**src/rtl/ecc_verdict_pkg.sv**
```systemverilog
// Shared types for the per-chunk ECC status aggregator.
// Assumes nothing beyond a standard SystemVerilog compile of this package first.
package ecc_verdict_pkg;

    // Interpretation of one chunk status code
    typedef enum logic [1:0] {
        CHK_CLEAN  = 2'd0,
        CHK_ERASED = 2'd1,
        CHK_FIXED  = 2'd2,
        CHK_FAILED = 2'd3
    } chunk_kind_e;

endpackage

```
**src/rtl/ecc_code_classifier.sv**
```systemverilog
// Combinational decode of one chunk status code into a chunk kind and the
// number of flips it contributes to the correction figures.
// Assumes the erased and uncorrectable codes lie above MAX_CORR and are
// distinct from zero; the erased code is checked first.
module ecc_code_classifier
    import ecc_verdict_pkg::*;
#(
    parameter int                CODE_W      = 8,
    parameter int                MAX_CORR    = 40,
    parameter logic [CODE_W-1:0] ERASED_CODE = '1,
    parameter logic [CODE_W-1:0] UNCORR_CODE = {{(CODE_W-1){1'b1}}, 1'b0}
) (
    input  logic [CODE_W-1:0] code,
    output chunk_kind_e       kind,
    output logic [CODE_W-1:0] flips
);

    localparam logic [CODE_W-1:0] MAX_CODE = CODE_W'(MAX_CORR);

    // Pick the chunk kind in priority order: erased, clean, failed, corrected
    always_comb begin
        if (code == ERASED_CODE) begin
            kind = CHK_ERASED;
        end else if (code == '0) begin
            kind = CHK_CLEAN;
        end else if ((code == UNCORR_CODE) || (code > MAX_CODE)) begin
            kind = CHK_FAILED;
        end else begin
            kind = CHK_FIXED;
        end
    end

    // Only corrected chunks carry a flip count into the figures
    always_comb begin
        flips = (kind == CHK_FIXED) ? code : '0;
    end

endmodule

```
**src/rtl/ecc_frame_ctrl.sv**
```systemverilog
// Page framing: tracks whether a page is open, decides which status bytes
// are accepted, and pulses result_valid one cycle after the last one.
// Assumes frame_start may coincide with a valid byte, which then belongs
// to the new page.
module ecc_frame_ctrl (
    input  logic clk,
    input  logic rst_n,
    input  logic frame_start,
    input  logic st_valid,
    input  logic st_last,
    output logic accept,
    output logic clear,
    output logic result_valid
);

    logic page_open;

    // A byte counts when a page is open or is being opened this cycle
    always_comb begin
        accept = st_valid && (page_open || frame_start);
        clear  = frame_start;
    end

    // Open on start, close once the last byte has been taken
    always_ff @(posedge clk) begin
        if (!rst_n) begin
            page_open <= 1'b0;
        end else if (frame_start) begin
            page_open <= !(st_valid && st_last);
        end else if (accept && st_last) begin
            page_open <= 1'b0;
        end
    end

    // Announce completed results in the cycle after the last byte
    always_ff @(posedge clk) begin
        if (!rst_n) begin
            result_valid <= 1'b0;
        end else begin
            result_valid <= accept && st_last;
        end
    end

    // a last byte arriving with start always produces a result pulse
    p_start_last_reports_r7: assert property (@(posedge clk) disable iff (!rst_n)
        (frame_start && st_valid && st_last) |=> result_valid);

    // without any valid byte there is no result pulse next cycle
    p_idle_quiet_r7: assert property (@(posedge clk) disable iff (!rst_n)
        (!st_valid) |=> !result_valid);

endmodule

```
**src/rtl/ecc_verdict_accum.sv**
```systemverilog
// Page-level accumulation of failure flag, worst chunk, corrected total and
// failed-chunk count. Counts saturate at all-ones.
// Assumes clear and accept arrive from the framing logic; a byte accepted
// together with clear is applied on top of the cleared state.
module ecc_verdict_accum
    import ecc_verdict_pkg::*;
#(
    parameter int CODE_W   = 8,
    parameter int MAX_CORR = 40,
    parameter int TOT_W    = 10,
    parameter int CNT_W    = 5
) (
    input  logic              clk,
    input  logic              rst_n,
    input  logic              clear,
    input  logic              accept,
    input  chunk_kind_e       kind,
    input  logic [CODE_W-1:0] flips,
    output logic              page_fail,
    output logic [CODE_W-1:0] max_flips,
    output logic [TOT_W-1:0]  total_flips,
    output logic [CNT_W-1:0]  fail_count
);

    localparam logic [TOT_W-1:0] TOT_SAT = '1;
    localparam logic [CNT_W-1:0] CNT_SAT = '1;

    logic              base_fail;
    logic [CODE_W-1:0] base_max;
    logic [TOT_W-1:0]  base_tot;
    logic [CNT_W-1:0]  base_cnt;
    logic [TOT_W:0]    tot_sum;
    logic              nxt_fail;
    logic [CODE_W-1:0] nxt_max;
    logic [TOT_W-1:0]  nxt_tot;
    logic [CNT_W-1:0]  nxt_cnt;

    // Starting point for this cycle: cleared on start, else current state
    always_comb begin
        base_fail = clear ? 1'b0 : page_fail;
        base_max  = clear ? '0   : max_flips;
        base_tot  = clear ? '0   : total_flips;
        base_cnt  = clear ? '0   : fail_count;
    end

    // Widened sum so an overflow can be detected and clamped
    always_comb begin
        tot_sum = {1'b0, base_tot} + (TOT_W+1)'(flips);
    end

    // Fold the accepted byte into the figures
    always_comb begin
        nxt_fail = base_fail;
        nxt_max  = base_max;
        nxt_tot  = base_tot;
        nxt_cnt  = base_cnt;
        if (accept) begin
            if (kind == CHK_FAILED) begin
                nxt_fail = 1'b1;
                nxt_cnt  = (base_cnt == CNT_SAT) ? CNT_SAT : base_cnt + 1'b1;
            end else if (kind == CHK_FIXED) begin
                nxt_tot = tot_sum[TOT_W] ? TOT_SAT : tot_sum[TOT_W-1:0];
                nxt_max = (flips > base_max) ? flips : base_max;
            end
        end
    end

    // Result registers
    always_ff @(posedge clk) begin
        if (!rst_n) begin
            page_fail   <= 1'b0;
            max_flips   <= '0;
            total_flips <= '0;
            fail_count  <= '0;
        end else begin
            page_fail   <= nxt_fail;
            max_flips   <= nxt_max;
            total_flips <= nxt_tot;
            fail_count  <= nxt_cnt;
        end
    end

    // the failure flag and the failed-chunk count agree
    p_flag_matches_count_r4: assert property (@(posedge clk) disable iff (!rst_n)
        page_fail == (fail_count != '0));

    // each failed chunk below saturation adds exactly one
    p_fail_step_r4: assert property (@(posedge clk) disable iff (!rst_n)
        (accept && !clear && kind == CHK_FAILED && fail_count != CNT_SAT)
        |=> fail_count == $past(fail_count) + 1'b1);

    // the worst chunk never exceeds the correctable range
    p_max_bounded_r5: assert property (@(posedge clk) disable iff (!rst_n)
        max_flips <= CODE_W'(MAX_CORR));

    // a clear with no byte leaves an all-zero result
    p_clear_zero_r6: assert property (@(posedge clk) disable iff (!rst_n)
        (clear && !accept) |=> (!page_fail && max_flips == '0 &&
                                total_flips == '0 && fail_count == '0));

    // with neither clear nor byte, every figure holds
    p_hold_r8: assert property (@(posedge clk) disable iff (!rst_n)
        (!clear && !accept) |=> $stable({page_fail, max_flips, total_flips, fail_count}));

    // saturated counters stay saturated until cleared
    p_cnt_sat_r9: assert property (@(posedge clk) disable iff (!rst_n)
        (fail_count == CNT_SAT && !clear) |=> fail_count == CNT_SAT);

endmodule

```
**src/rtl/ecc_page_verdict.sv**
```systemverilog
// Top of the per-chunk ECC status aggregator: classifies each status byte,
// frames the page and accumulates the page-level figures.
// Assumes one status byte per chunk, framed by frame_start and st_last.
module ecc_page_verdict
    import ecc_verdict_pkg::*;
#(
    parameter int                CODE_W      = 8,
    parameter int                MAX_CORR    = 40,
    parameter logic [CODE_W-1:0] ERASED_CODE = 8'hFF,
    parameter logic [CODE_W-1:0] UNCORR_CODE = 8'hFE,
    parameter int                MAX_CHUNKS  = 16,
    localparam int               CNT_W       = $clog2(MAX_CHUNKS + 1),
    localparam int               TOT_W       = $clog2(MAX_CHUNKS * MAX_CORR + 1)
) (
    input  logic              clk,
    input  logic              rst_n,
    input  logic              frame_start,
    input  logic              st_valid,
    input  logic              st_last,
    input  logic [CODE_W-1:0] st_code,
    output logic              page_fail,
    output logic [CODE_W-1:0] max_flips,
    output logic [TOT_W-1:0]  total_flips,
    output logic [CNT_W-1:0]  fail_count,
    output logic              result_valid
);

    chunk_kind_e       kind;
    logic [CODE_W-1:0] flips;
    logic              accept;
    logic              clear;

    ecc_code_classifier #(
        .CODE_W      (CODE_W),
        .MAX_CORR    (MAX_CORR),
        .ERASED_CODE (ERASED_CODE),
        .UNCORR_CODE (UNCORR_CODE)
    ) u_class (
        .code  (st_code),
        .kind  (kind),
        .flips (flips)
    );

    ecc_frame_ctrl u_frame (
        .clk          (clk),
        .rst_n        (rst_n),
        .frame_start  (frame_start),
        .st_valid     (st_valid),
        .st_last      (st_last),
        .accept       (accept),
        .clear        (clear),
        .result_valid (result_valid)
    );

    ecc_verdict_accum #(
        .CODE_W   (CODE_W),
        .MAX_CORR (MAX_CORR),
        .TOT_W    (TOT_W),
        .CNT_W    (CNT_W)
    ) u_accum (
        .clk         (clk),
        .rst_n       (rst_n),
        .clear       (clear),
        .accept      (accept),
        .kind        (kind),
        .flips       (flips),
        .page_fail   (page_fail),
        .max_flips   (max_flips),
        .total_flips (total_flips),
        .fail_count  (fail_count)
    );

endmodule

```
**config.mk**
```make
export PLATFORM = sky130hd
export DESIGN_NAME = ecc_page_verdict
export DESIGN_NICKNAME = d
export VERILOG_FILES = /design/src/rtl/ecc_verdict_pkg.sv /design/src/rtl/ecc_code_classifier.sv /design/src/rtl/ecc_frame_ctrl.sv /design/src/rtl/ecc_verdict_accum.sv /design/src/rtl/ecc_page_verdict.sv
export SDC_FILE = /design/constraint.sdc
export NUM_CORES = 1
export LEC_CHECK = 0
export BUFFER_PORTS_ARGS = -buffer_cell sky130_fd_sc_hd__clkbuf_2
export CORE_AREA = 5 5 88 90
export DETAILED_ROUTE_END_ITERATION = 6
export DIE_AREA = 0 0 93 95
export PLACE_DENSITY = 0.46
export SETUP_SLACK_MARGIN = 0.5
export SLEW_MARGIN = 20
export SYNTH_ARGS = -nofsm -noshare
export SYNTH_HDL_FRONTEND = slang
export SYNTH_SLANG_ARGS = --single-unit
```
**constraint.sdc**
```tcl
create_clock -name clk -period 3.25 [get_ports clk]
set_clock_uncertainty 0.1 [all_clocks]
set_input_delay 0.325 -clock clk [delete_from_list [all_inputs] [get_ports clk]]
set_output_delay 0.325 -clock clk [all_outputs]
set_load 0.05 [all_outputs]
```
---- Yosys cells after proc, flatten, opt, wreduce, memory -nomap -nowiden ----
Cells that the tools add are included.
storage, ports and cells
  word-level logic and storage cells ...... 46
  memories kept ........................... 0
  input bits .............................. 13
  bits in latches ......................... 0
  RAM bits ................................ 0
  register bits after elaboration ......... 26
  memory bits (read-only) ................. 0
operators by class
  reduce and logical (&&, ||, !) cells .... 8
  shift-type cells ........................ 0
  multiplexer cells ....................... 23
  divide/modulo/power cells ............... 0
  multiply operators ...................... 0
  bitwise operators ....................... 0
  $add $sub $neg .......................... 2
  eq/ne operators ......................... 5
  magnitude comparators ................... 2
operator list
  operator             count
  $mux 10              5
  $mux 8               6
  $mux 5               4
  $eq 8x8->1 const B   2
  $add 10x8->11        1
  $gt 8x6->1 const B   1
  $gt 8x8->1           1
  $logic_not 8->1      1
  $mux 1               6
  $add 5x1->5 const B  1
  $eq 5x5->1 const B   1
  $eq 2x2->1 const B   2
  $mux 2               2
  $logic_and 1x1->1    3
  $logic_or 1x1->1     2
  $reduce_bool 2->1    1
  $logic_not 1->1      1

---- Logic depth before layout (Yosys ltp) ----
Gate-level depths: netlist of the first run.
  word-level depth ........................ 12
  mapped depth ............................ 15
  mapped depth without buffers ............ 14

---- Modules after synthesis ----
A second synthesis of the first run with hierarchy kept.
second synthesis, totals
  cells, all modules ...................... 227
  area, all modules ....................... 1894.3 µm²
modules (own cells, without submodules)
  module               cells each  instances  area each (µm²)
  ecc_verdict_accum    197         1          1687.9
  ecc_code_classifier  22          1          126.4
  ecc_frame_ctrl       8           1          80.1

---- Least setup slack after synthesis of the first run ----
OpenSTA, ideal clock, no wires.
  path type ............................... input port to flip-flop
  start ................................... in st_code[1]
  end ..................................... reg u_accum.total_flips[8]
  path buffers ............................ 1
  stages on the path ...................... 15
  setup slack ............................. -0.106 ns
  data arrival time ....................... 3.141 ns
  path through ............................ buf_2 > nor4_4 > o21ai_1 > nor2_1 > nand2_1 > inv_1 > ha_1 > inv_1 > fa_1 > nand2b_1 > a31oi_1 > o31ai_1 > nor2_1 > or4_1 > and3_1
between the ends
  word-level cells in the longest chain between the ends .. 12
  elaborated cells between the ends (all ways) .. 16
  classes of those cells .................. add/sub: 1; order compare: 1; eq/ne: 4; mux: 8; reduce/logical: 2
ends and longest elaborated chain
  element                                   RTL line                                            source
  start: declaration                        ecc_page_verdict.sv:20                              input logic [CODE_W-1:0] st_code,
  $gt 8x6->1 or $eq 8x8->1 (tied branches)  ecc_code_classifier.sv:26                           end else if ((code == UNCORR_CODE) || (code > MAX_CODE)) begin
  $logic_or 1x1->1                          ecc_code_classifier.sv:26
  $mux 1                                    ecc_code_classifier.sv:26
  $mux 2                                    ecc_code_classifier.sv:24                           end else if (code == '0) begin
  $mux 2                                    ecc_code_classifier.sv:22                           if (code == ERASED_CODE) begin
  $eq 2x2->1                                ecc_code_classifier.sv:35, ecc_verdict_accum.sv:61
  $mux 8                                    ecc_code_classifier.sv:35                           flips = (kind == CHK_FIXED) ? code : '0;
  $add 10x8->11                             ecc_verdict_accum.sv:48                             tot_sum = {1'b0, base_tot} + (TOT_W+1)'(flips);
  $mux 10                                   ecc_verdict_accum.sv:62                             nxt_tot = tot_sum[TOT_W] ? TOT_SAT : tot_sum[TOT_W-1:0];
  $mux 10                                   ecc_verdict_accum.sv:61                             end else if (kind == CHK_FIXED) begin
  $mux 10 (*)                               ecc_verdict_accum.sv:58                             if (kind == CHK_FAILED) begin
  $mux 10 (*)                               ecc_verdict_accum.sv:57                             if (accept) begin
  end signal: assignment                    ecc_verdict_accum.sv:78                             total_flips <= nxt_tot;
  end: declaration                          ecc_verdict_accum.sv:21                             output logic [TOT_W-1:0] total_flips,
Mark *: on every way between the ends. The rest lies on a longest branch, timed or not.
A chain may end at the register's enable or synchronous reset.

---- Worst setup path after layout of the first run ----
  start ................................... in st_code[4]
  end ..................................... reg u_accum.total_flips[2]
The elaborated chain is that of the path after synthesis.

==> results of run 1 <==
## cells by family after synthesis
kind of cell	Yosys count	synth area share, %
AO/OA/AOI/OAI	85	28.1
XOR/XNOR	7	3.11
adder cells (fa/ha/maj)	15	9.78
buffers and inverters	21	4.57
flip-flops	26	26.4
multiplexers	2	1.02
other	1	0.190
AND/OR/NAND/NOR	89	26.7
## worst reg2reg max path, delay by kind of cell (launching register included)
family / cells / cell delay [ns]
adders and majority gates: 2 / 0.58
buffers and inverters: 2 / 0.19
AOI/OAI and AO/OA: 2 / 0.31
and+or+nand+nor: 5 / 1.05
DFF: 1 / 0.36
## per-stage QoR
stage          setup slack, ns  util, %  std cells
2_1_floorplan            0.149        -        249
3_3_place_gp             0.118     34.3        375
3_5_place_dp            0.0532     34.3        375
4_1_cts                  0.405     36.8        387
5_1_grt                  0.225     39.1        392
6_report                 0.384     39.1        392
## power by group
part	switching (mW)	total [mW]	internal [mW]	leakage (nW)
clock	0.119	0.284	0.165	0.0357
sequential	0.00244	0.327	0.324	0.210
combinational	0.0949	0.153	0.0584	0.916
## layer usage
layer	GRT usage (%)	routed length, µm	vias to the layer above
met5	0	0	-
met4	3.91	89	0
met3	3.35	240	8
met2	24.8	2830	36
met1	18.2	2760	955
li1	-	-	1046
## Yosys cell counts (7+ instances only)
cell type	number
ha_1	13
clkbuf_1	7
nor2_1	10
nand2b_1	8
a31oi_1	7
a21oi_1	19
inv_1	10
dfxtp_1	26
nand3_1	7
nand2_1	17
nor2b_1	12
o21ai_0	16
## registers in the layout, indices dropped and copies added (netlist names)
signal                flops
u_accum.fail_count        5
u_frame.page_open         1
u_frame.result_valid      1
u_accum.page_fail         1
u_accum.total_flips      10
u_accum.max_flips         8
## area by class of cell
cell class | count | area, µm² | area share, %
repair buffers | 68 | 453 | 16.6
clock buffers | 3 | 41.3 | 1.51
multi-input cells | 202 | 1540 | 56.6
clock inverters | 1 | 30.0 | 1.10
flip-flops and latches | 26 | 520 | 19.1
well taps | 82 | 103 | 3.76
inverters | 10 | 37.5 | 1.38
## worst paths after layout
check,startpoint,to,slack (ns),cells past startpoint
worst max register to register,u_accum.total_flips[0],u_accum.total_flips[8],0.59,11
worst min register to register,u_accum.max_flips[7],u_accum.max_flips[7],0.39,2
worst min-delay path,st_last,u_frame.page_open,0.13,2
worst max-delay path,st_code[4],u_accum.total_flips[2],0.38,17
## what timing repair did
item                                    in CTS  in global routing
endpoints found under the setup margin      13                 14
setup buffers                                8                  5
hold endpoints to repair                     0                  0
pin swaps                                   15                 18
resized for setup                            9                 24
==> reports/summary.txt, run 1 <==
Commonest non-fill, non-tap cell in the layout: clkbuf_2
Post-synthesis cell area: 1970 µm²
H-tree level count: 1
Leak: 1.16 nW
Yosys top cell area share: 26.4%
First-pass GRT wire length: 10300 µm
Sink Count: 26
Syn_area_per_cell: 8.01 µm²
Buffers & Inverters on Critical Path: 5
Core Region: 6980 µm²
Hold Slack: 0.128 ns
Total CTS buffers: 3
Largest net degree at the start of global routing: 20
CP endpoint kind: flop
Remaining global-route overflow: 0
Asr flop ratio synth: 0%
Mapped Cells: 246
Gr usage total: 14.5%
DP HPWL: 4600 µm
Crit-path cells: buf_8 -> nor4_4 -> buf_4 -> nor3b_4 -> nor2_2 -> nand2_1 -> inv_2 -> ha_4 -> inv_2 -> fa_2 -> nand2b_1 -> a31oi_1 -> o31ai_2 -> buf_4 -> a21o_4 -> a2111oi_4 -> a311oi_1
Vias/cell: 5.22
Final setup fails: 0
Top-level port count: 38
Flops & latches, synth: 26
RSZ-0062 raised after global routing: true
DRT iter0 DRCs: 49
Max-slew violation count: 0
Sequential element share of the synthesized area: 26.4%
# DRC: 0
CP startpoint kind: input port
Full die area: 8840 µm²
WS Path Type: input port to flop
Clock Tree Buf Depth: 2
MaxCap Viol Count: 0
EDFF count, synth: 0
Port Buffers: 37
Post-CTS Hold Buffers: 0
Synth Flop Type: dfxtp_1
Final Cell Area: 2730 µm²
Starting density of the core: 28.2%
Worst hold path class: input port to flop
Tmin final: 2.87 ns
Worst-path fanout max: 5
Area grow syn2layout: 38.6%
Antenna viol nets, final: 0
Number of synthesis warnings: 0
Max stage delay on crit path: 0.33 ns
WL final: 5930 µm
Vias in the first global route: 2104
Max VDD drop: 0.130 mV
Arr. time, crit path: 2.93 ns
Setup TNS: 0 ns
Final #Nets: 338
Die Y: 95 µm
N_diodes: 0
Final Wtd Congestion: 0.780
Slew @ Worst Pin: 0.640 ns
WL/cell: 15.1 µm
Final Hold Fails: 0
Placed Area: 2400 µm²
Commonest cells after routing, fill and taps aside: clkbuf_2 (35), buf_4 (29), dfxtp_1 (26)
Critical path required time: 3.32 ns
Critical-path top delay cell: nor4_4
Cell Rows: 31
Power density cells: 280 nW/µm²
FILL cells: 747
Crit path max-delay family: compound AO/OA/AOI/OAI gates
Largest cells by area after synthesis: dfxtp_1 (26%), ha_1 (8.3%), a21oi_1 (4.8%)
DR vias: 2045
Synth unique cells: 56
Root Buffer: clkbuf_8
Total iterations of the first detailed-routing run: 4
TritonCTS clock tree: yes
Design Power: 764 µW
FMAX: 349 MHz
Relative slew slack: 56.9%
Initial antenna violation count: 0
Die width: 93 µm
Clock transition at the registers of the reported paths: 0.11 ns
Outcome: complete, no violations
Fraction of layout cells with a size suffix above 1: 35.5%
Final Cycle Share: 88.2%
Clk Latency, worst-skew pair: 0.28 ns
Yosys top cell by area: dfxtp_1
(Power assumes the default switching activity.)
==> run 2: changes to the inputs <==
ABC_AREA = 1   (was default)
PLACE_DENSITY = 0.47   (was 0.46)
==> reports/summary.txt, run 2 <==
Synth cell count leaders: nand2_1 (73), inv_1 (51), nor2_1 (49)
Core Region: 6980 µm² (unchanged)
Top-level port count: 38 (unchanged)
Die width: 93 µm (unchanged)
WL/cell: 11.7 µm (-23%)
DP HPWL: 4260 µm (-7.3%)
Final Cycle Share: 75.5% (-13 points)
Syn_area_per_cell: 6.37 µm² (-20%)
Commonest cells after routing, fill and taps aside: nand2_1 (73), inv_1 (51), nor2_1 (48)
Yosys top cell by area: dfxtp_1
Number of synthesis warnings: 0 (unchanged)
# DRC: 0 (unchanged)
Yosys top cell area share: 25.9% (-0.56 points)
Remaining global-route overflow: 0 (unchanged)
Clock Tree Buf Depth: 2 (unchanged)
N_diodes: 0 (unchanged)
Fin util: 34.0% (-5.1 points)
Worst-path fanout max: 7 (+2)
Clk Latency, worst-skew pair: 0.29 ns (about the same)
Post-synthesis cell area: 2010 µm² (+2.2%)
Outcome: complete, no violations
RSZ-0062 raised after global routing: false
Starting density of the core: 28.8% (+0.61 points)
Mapped Cells: 316 (+28%)
Gr usage total: 12.4% (-2.1 points)
Die Y: 95 µm (unchanged)
Total iterations of the first detailed-routing run: 4 (unchanged)
Worst hold path class: input port to flop
Largest register by flop count: u_accum.total_flips
Met3 global-route usage: 2.31% (-1.0 points)
Commonest non-fill, non-tap cell in the layout: nand2_1
WL final: 5150 µm (-13%)
Flops & latches, synth: 26 (unchanged)
Cell Rows: 31 (unchanged)
FMAX: 408 MHz (+17%)
Largest cells by area after synthesis: dfxtp_1 (26%), nand2_1 (14%), inv_1 (9.5%)
Area grow syn2layout: 17.9%
Max VDD drop: 0.233 mV (+79%)
Setup TNS: 0 ns (unchanged)
H-tree level count: 1 (unchanged)
Top Registers: u_accum.total_flips (10), u_accum.max_flips (8), u_accum.fail_count (5)
Arr. time, crit path: 2.54 ns (-0.39 ns)
Antenna viol nets, final: 0 (unchanged)
TritonCTS clock tree: yes
Vias/cell: 4.50 (-14%)
Final setup fails: 0 (unchanged)
Synth unique cells: 34 (-39%)
Sequential element share of the synthesized area: 25.9% (-0.56 points)
Full die area: 8840 µm² (unchanged)
Tmin final: 2.45 ns (-0.412 ns)
Final Hold Fails: 0 (unchanged)
Fraction of layout cells with a size suffix above 1: 20.1% (-15 points)
CP endpoint kind: flop
Asr flop ratio synth: 0% (unchanged)
Total CTS buffers: 3 (unchanged)
Root Buffer: clkbuf_8
Max-slew violation count: 0 (unchanged)
EDFF count, synth: 0 (unchanged)
Max reg flops: 10 (unchanged)
Critical path required time: 3.33 ns (about the same)
DRT iter0 DRCs: 50 (+2.0%)
Largest net degree at the start of global routing: 17 (-15%)
Initial antenna violation count: 0 (unchanged)
Sink Count: 26 (unchanged)
Final Wtd Congestion: 0.810 (+3.8%)
Synth Flop Type: dfxtp_1
Power density cells: 328 nW/µm² (+17%)
GR Util met2: 21.4% (-3.5 points)
MaxCap Viol Count: 0 (unchanged)
WS Path Type: input port to flop
CP startpoint kind: input port
Most numerous cell in the Yosys netlist: nand2_1
Final #Nets: 386 (+14%)
Leak: 1.33 nW (+14%)
Clock transition at the registers of the reported paths: 0.11 ns (about the same)
Vias in the first global route: 1855 (-12%)
DR vias: 1978 (-3.3%)
GRT busiest layer: met2
Global routing usage on met1: 16.1% (-2.1 points)
Port Buffers: 37 (unchanged)
First-pass GRT wire length: 8760 µm (-15%)
[run 2: critical path, stage by stage]
cell and delay, ns:
clkbuf_2 0.11, nor2_4 0.15, inv_1 0.05, nor2_1 0.13, nand2_1 0.08, nand2_2 0.12, nand2_4 0.11, nor2_1 0.17
ha_1 0.30, a21oi_1 0.19, nor2_1 0.06, a211oi_1 0.16, nand2_1 0.13, nand2_1 0.11, nand2_2 0.10, o21ai_0 0.19
inv_1 0.05
[run 2: metrics by stage]
| stage | total power [mW] | hold WS [ns] | setup slack [ns] | cells | instance area [µm²] |
|---|---|---|---|---|---|
| after floorplan | 0.459 | 0.317 | 0.780 | 319 | 2020 |
| after global placement | 0.500 | 0.361 | 0.336 | 435 | 2270 |
| after detailed placement | 0.500 | 0.363 | 0.323 | 435 | 2270 |
| after CTS | 0.793 | 0.101 | 0.613 | 439 | 2340 |
| after global routing | 0.825 | 0.106 | 0.525 | 440 | 2370 |
| final | 0.779 | 0.115 | 0.796 | 440 | 2370 |
[run 2: final timing paths]
check | start | end | slack (ns) | depth (start not counted)
setup / recovery | st_code[6] | u_accum.total_flips[5] | 0.80 | 17
hold / removal | st_last | u_frame.page_open | 0.11 | 2
setup reg to reg | u_accum.total_flips[0] | u_accum.total_flips[7] | 1.24 | 14
hold reg to reg | u_accum.page_fail | u_accum.page_fail | 0.37 | 2
[run 2: report_power, final]
part | internal [mW] | switching [mW]
registers | 0.328 | 0.00476
logic | 0.0460 | 0.115
clock network | 0.165 | 0.120
[run 2: area by class of cell]
| type | instances | area (µm²) |
|---|---|---|
| multi-input combinational | 232 | 1260 |
| timing repair buffer | 41 | 215 |
| clock inverter | 1 | 30.0 |
| tap | 82 | 103 |
| inverter | 55 | 206 |
| fill | 800 | 4610 |
| clock buffer | 3 | 41.3 |
| sequential | 26 | 520 |
[run 2: cells by family after synthesis]
kind of cell | after synthesis | share of synthesized area, %
XOR/XNOR | 6 | 2.61
buffers and inverters | 61 | 13.2
AND/OR/NAND/NOR | 164 | 36.3
adder cells (fa/ha/maj) | 14 | 9.08
AO/OA/AOI/OAI | 44 | 12.7
other | 1 | 0.186
flip-flops | 26 | 25.9
[run 2: what timing repair did]
action | CTS | global route
endpoints found under the setup margin | 0 | 10
buffers inserted | 0 | 1
hold buffers | 0 | 0
resized for setup | 0 | 5
[run 2: layer usage]
layer / share of wire, % / up-vias / wire length, µm
li1: - / 1070 / -
met3: 3.8 / 5 / 194
met2: 46 / 31 / 2360
met1: 50 / 872 / 2550
met4: 0.78 / 0 / 40
met5: 0 / - / 0
